--- src/rtl/arbPkg.sv ---
package arbPkg;

  typedef enum logic [2:0] {
    ST_IDLE,
    ST_MCU_WAIT,
    ST_MCU_OWN,
    ST_EXT_WAIT,
    ST_EXT_OWN
  } arbState_e;

  // Strobes from control to datapath, one cycle each.
  typedef struct packed {
    logic busLow;    // drive busy pin low
    logic busHigh;   // drive busy pin high (active negate)
    logic busFree;   // turn the pin driver off
    logic giveExt;   // hand priority to the off-chip master
    logic giveMcu;   // hand priority to the on-chip master
  } arbStrobe_t;

endpackage

--- src/rtl/arbCtrl.sv ---
module arbCtrl
  import arbPkg::*;
(
  input  logic       clk,
  input  logic       rst,
  input  logic       intReqPend,
  input  logic       intXferStart,
  input  logic       extReq,
  input  logic       bbIn,
  input  logic       winActive,
  input  logic       prioExt,
  output arbStrobe_t strobe,
  output logic       bgN,
  output logic       mcuBusy
);

  arbState_e state, nextState;
  logic      negPhase, nextNeg;
  logic      intOk;

  always_ff @(posedge clk) begin
    if (rst) begin
      state    <= ST_IDLE;
      negPhase <= 1'b0;
    end else begin
      state    <= nextState;
      negPhase <= nextNeg;
    end
  end

  assign intOk = intReqPend && bbIn && !winActive;

  always_comb begin
    nextState = state;
    nextNeg   = negPhase;
    strobe    = '0;
    unique case (state)
      ST_IDLE: begin
        if (extReq && (prioExt || !intOk)) begin
          nextState = ST_EXT_WAIT;
        end else if (intOk) begin
          nextState = ST_MCU_WAIT;
        end
      end
      ST_MCU_WAIT: begin
        // request level deliberately not examined here
        nextState     = ST_MCU_OWN;
        nextNeg       = 1'b0;
        strobe.busLow = 1'b1;
      end
      ST_MCU_OWN: begin
        if (!negPhase) begin
          if (!intReqPend) begin
            nextNeg        = 1'b1;
            strobe.busHigh = 1'b1;
          end
        end else if (intReqPend && intXferStart) begin
          nextNeg       = 1'b0;
          strobe.busLow = 1'b1;
        end else begin
          nextNeg        = 1'b0;
          nextState      = ST_IDLE;
          strobe.busFree = 1'b1;
          strobe.giveExt = 1'b1;
        end
      end
      ST_EXT_WAIT: begin
        // off-chip request level deliberately not examined here
        nextState = ST_EXT_OWN;
      end
      ST_EXT_OWN: begin
        if (bbIn && !winActive) begin
          nextState      = ST_IDLE;
          strobe.giveMcu = 1'b1;
        end
      end
      default: begin
        nextState = ST_IDLE;
        nextNeg   = 1'b0;
      end
    endcase
  end

  assign bgN     = !(state == ST_EXT_WAIT || state == ST_EXT_OWN);
  assign mcuBusy = (state == ST_MCU_WAIT) || (state == ST_MCU_OWN);

endmodule

--- src/rtl/arbDatapath.sv ---
module arbDatapath
  import arbPkg::*;
#(
  parameter int WIN_CYCLES = 3
) (
  input  logic       clk,
  input  logic       rst,
  input  arbStrobe_t strobe,
  input  logic       bgN,
  output logic       bbOut,
  output logic       bbOe,
  output logic       prioExt,
  output logic       winActive
);

  localparam int CNT_W = $clog2(WIN_CYCLES + 1);

  logic [CNT_W-1:0] winCnt;
  logic             bgPrev;

  // busy pin driver
  always_ff @(posedge clk) begin
    if (rst) begin
      bbOut <= 1'b1;
      bbOe  <= 1'b0;
    end else if (strobe.busLow) begin
      bbOut <= 1'b0;
      bbOe  <= 1'b1;
    end else if (strobe.busHigh) begin
      bbOut <= 1'b1;
      bbOe  <= 1'b1;
    end else if (strobe.busFree) begin
      bbOut <= 1'b1;
      bbOe  <= 1'b0;
    end
  end

  // priority bit: 0 = on-chip side first, 1 = off-chip side first
  always_ff @(posedge clk) begin
    if (rst) begin
      prioExt <= 1'b0;
    end else if (strobe.giveExt) begin
      prioExt <= 1'b1;
    end else if (strobe.giveMcu) begin
      prioExt <= 1'b0;
    end
  end

  // reservation window, started by the falling edge of the grant
  always_ff @(posedge clk) begin
    if (rst) begin
      bgPrev <= 1'b1;
      winCnt <= '0;
    end else begin
      bgPrev <= bgN;
      if (!bgN && bgPrev) begin
        winCnt <= CNT_W'(WIN_CYCLES);
      end else if (winCnt != '0) begin
        winCnt <= winCnt - CNT_W'(1);
      end
    end
  end

  assign winActive = (winCnt != '0);

endmodule

--- src/rtl/extBusArbiter.sv ---
module extBusArbiter
  import arbPkg::*;
#(
  parameter int WIN_CYCLES = 3
) (
  input  logic clk,
  input  logic rst,
  input  logic intReqPend,
  input  logic intXferStart,
  input  logic brN,
  input  logic bbIn,
  output logic bgN,
  output logic bbOut,
  output logic bbOe
);

  arbStrobe_t strobe;
  logic       winActive;
  logic       prioExt;
  logic       mcuBusy;

  arbCtrl u_ctrl (
    .clk         (clk),
    .rst         (rst),
    .intReqPend  (intReqPend),
    .intXferStart(intXferStart),
    .extReq      (!brN),
    .bbIn        (bbIn),
    .winActive   (winActive),
    .prioExt     (prioExt),
    .strobe      (strobe),
    .bgN         (bgN),
    .mcuBusy     (mcuBusy)
  );

  arbDatapath #(.WIN_CYCLES(WIN_CYCLES)) u_dp (
    .clk      (clk),
    .rst      (rst),
    .strobe   (strobe),
    .bgN      (bgN),
    .bbOut    (bbOut),
    .bbOe     (bbOe),
    .prioExt  (prioExt),
    .winActive(winActive)
  );

endmodule

--- config.mk ---
export PLATFORM = sky130hd
export DESIGN_NAME = extBusArbiter
export DESIGN_NICKNAME = d
export VERILOG_FILES = /design/src/rtl/arbPkg.sv /design/src/rtl/arbCtrl.sv /design/src/rtl/arbDatapath.sv /design/src/rtl/extBusArbiter.sv
export SDC_FILE = /design/constraint.sdc
export NUM_CORES = 1
export LEC_CHECK = 0
export BUFFER_PORTS_ARGS = -buffer_cell sky130_fd_sc_hd__buf_4
export CAP_MARGIN = 10
export CORE_AREA = 8 8 45 47
export CTS_CLUSTER_SIZE = 14
export DETAILED_ROUTE_END_ITERATION = 16
export DIE_AREA = 0 0 53 55
export RECOVER_POWER = 25
export REMOVE_ABC_BUFFERS = 1
export SYNTH_ARGS = -nofsm -noshare
export SYNTH_HDL_FRONTEND = slang
export SYNTH_SLANG_ARGS = --single-unit
export TNS_END_PERCENT = 10
--- constraint.sdc ---
create_clock -name clk -period 1.74 [get_ports clk]
set_clock_uncertainty 0.15 [all_clocks]
set_input_delay 0.087 -clock clk [delete_from_list [all_inputs] [get_ports clk]]
set_output_delay 0.087 -clock clk [all_outputs]
set_load 0.02 [all_outputs]
==> results by group <==
Floorplanning
  – Die width: 53 um
  – Die area: 0.002915 mm2
  – Initial core utilization: 0.3517
  – Placement Rows: 14
  – Die Height: 55 um
  – Ports: 9
  – Area of the core: 0.001384 mm2

STA
  – Fin Setup TNS: 0 ps
  – Period utilisation layout: 0.9310
  – Least-Margin Pin Slew: 254.4 ps
  – Fmax: 617.3 MHz
  – Final Hold Viols: 0
  – Max-Slew Margin vs Limit: 0.8311
  – Max-slew violation count: 0
  – Crit path time final: 1620 ps
  – Final setup fails: 0
  – Hold_ws: 314.2 ps
  – RSZ-0062 raised after global routing: no
  – Setup ws final: 120.1 ps

GRT
  – Global route overflow: 0
  – Largest net degree at the start of global routing: 10
  – First-pass GRT wire length: 1.911 mm
  – Global Route Usage Sum: 0.09026
  – Antenna violations before repair: 0
  – Via count of the first global-routing pass: 447

Critical path
  – Slowest stage cell, crit path: or3b_1
  – Buffer and inverter count on the worst path: 2
  – Critical path cell sequence: or3b_1 > nand2_2 > inv_1 > buf_4
  – CP Max Fanout: 8
  – Worst Path Required: 1500 ps
  – CP endpoint kind: output pin
  – CP Class: flop to output pin
  – Critical Path AT: 1380 ps
  – Max incr delay on CP: 440 ps
  – CP startpoint kind: flop
  – Critical path's top delay family: simple AND/OR/NAND/NOR gates

Finish
  – # diodes: 0
  – FILL cells: 149
  – Syn-to-layout area delta: 32.13%
  – Post-Layout Cell Count: 90
  – Final Net Count: 82
  – Layout cells sized above 1: 0.2162
  – Final Cell Area: 643.1 um2

Place
  – GPL Wtd Cong: 0.7529
  – Dpl cells: 81
  – Port bufs: 8
  – DP Area: 563.0 um2
  – Pre-CTS WS: 337.7 ps
  – Post-DP HPWL: 770.4 um

Pwr
  – PD cells: 1222 mW/mm2
  – Leakage power: 0.2651 nW
  – Peak supply drop: 0.4570 mV

Routing
  – Via/cell ratio: 5.167
  – Vias: 465
  – Wirelength, routed: 1.102 mm
  – Initial DRT Pass Iterations: 3
  – Post-route antenna net violation count: 0
  – WL per Instance: 12.24 um
  – Initial DRC Count: 1
  – Remaining DRCs: 0

Clocking
  – CTS HTree Levels: 1
  – Clock latency at the later pin of the worst-skew pair: 270 ps
  – CTS Buffer Depth: 2
  – Cts bufs inserted: 3
  – Root buf cell: clkbuf_4
  – Clock Sinks: 10
  – CTS tree: yes
  – Worst-path clk slew: 70 ps

Synth
  – Distinct cells, synth: 26
  – Xor/xnor share of the synthesized area: 0.01799
  – Post-synthesis cell area: 486.7 um2
  – Fraction of the mapped netlist area in compound gates: 0.2314
  – YS warnings: 0
  – Seq cells post-synth: 10
  – Syn Inst Count: 58
  – Largest family of logic cells by synthesized area: simple AND/OR/NAND/NOR gates
  – Adder-cell area share of the yosys netlist: 0.02571
  – Mux share of post-synthesis cell area: 0.02314
  – Syn avg cell area: 8.392 um2
  – Post-synthesis simple-gate area fraction: 0.2365
  – Post-synthesis sequential area ratio: 0.4113

Outcome
  – Status: finished clean

Job
  – Max_cap viols: 0

Hold path
  – Hold Crit Class: flop to flop
## per-stage QoR
stage          utilization  power [mW]
3_3_place_gp        0.4069      0.5669
6_report            0.4647      0.7857
3_5_place_dp        0.4069      0.5711
5_1_grt             0.4647      0.8480
4_1_cts             0.4693      0.8032
2_1_floorplan            -      0.4996
## where the power goes
| group | internal [mW] | switching [mW] |
|---|---|---|
| Combinational | 0.123 | 0.126 |
| Clock | 0.127 | 0.0914 |
| Sequential | 0.276 | 0.0414 |
| Total | 0.527 | 0.259 |
## layer usage
metal / wire (um) / global-route usage / vias to the layer above
li1: - / - / 238
met1: 539 / 0.1006 / 213
met2: 457 / 0.1328 / 10
met3: 80 / 0.05080 / 4
met4: 25 / 0.05172 / 0
met5: 0 / 0 / -
## cell type report
type                    count  area (um2)  share of cell area
multi-input cells          41       260.3              0.4047
inverters                   6       22.52             0.03502
clock buffers               4       36.28             0.05642
flip-flops and latches     10       201.4              0.3132
repair buffers             13       102.6              0.1595
well taps                  16       20.02             0.03113
## tightest hold or removal path, delay by kind of cell, from the launching register on
kind | cells | cell delay (ps)
DFF | 1 | 310
AOI/OAI and AO/OA | 1 | 50
and+or+nand+nor | 1 | 60
## cell usage after synthesis
cell type   n  area share
o21a_1      1       0.015
mux2_2      1       0.023
a21o_1      2       0.031
ha_1        1       0.026
a31oi_1     1       0.013
inv_1       6       0.046
nand2b_1    3       0.039
xor2_1      1       0.018
nor3_1      1       0.010
or4_1       1       0.015
dfxtp_1    10        0.41
nand2_1     6       0.046
nand2_2     2       0.026
a211oi_1    1       0.015
clkbuf_1    1      0.0077
a311oi_1    1       0.018
and4bb_2    1       0.026
nand3_1     1       0.010
a21oi_2     1       0.018
a21oi_1     5       0.051
o211a_1     1       0.021
nand3b_1    1       0.015
a221oi_1    1       0.018
o21ai_0     3       0.031
nor2_1      4       0.031
or3b_1      1       0.018
## sequential cells by signal (all words and copies together) (netlist names)
signal and cells:
u_ctrl.state 3, u_dp.winCnt 2, u_ctrl.negPhase 1, u_dp.bbOe 1, u_dp.bbOut 1, u_dp.bgPrev 1, u_dp.prioExt 1
## path summary, 6_finish.rpt
kind	from	to	slack (ps)	depth (start not counted)
worst max-delay path	u_ctrl.state[0]	bgN	120	4
worst min-delay path	u_dp.bgPrev	u_dp.winCnt[0]	310	2
worst max register to register	u_dp.winCnt[0]	u_ctrl.state[1]	390	5
worst min register to register	u_dp.bgPrev	u_dp.winCnt[0]	310	2
## what timing repair did
item | CTS | global route
hold buffers | 5 | 0
buffers inserted | 0 | 0
resized for setup | 0 | 1
setup endpoints to repair | 0 | 1
hold endpoints to repair | 9 | 0
## cells in the final DEF, fill, tap and decap left out, types with 2 or more instances in the layout
cell	count
a21oi_1	5
clkbuf_4	3
inv_1	6
a21o_1	2
nand2_2	2
nor2_1	4
buf_4	6
o21ai_0	3
nand2_1	6
nand2b_1	3
dlygate4sd3_1	5
clkbuf_1	2
dfxtp_1	9
## kinds of logic after synthesis
kind of cell	Yosys count
and+or+nand+nor	21
AOI/OAI and AO/OA	17
DFF	10
buffers and inverters	7
xor gates and xnor gates	1
muxes	1
adders and majority gates	1
(Power assumes the default switching activity.)
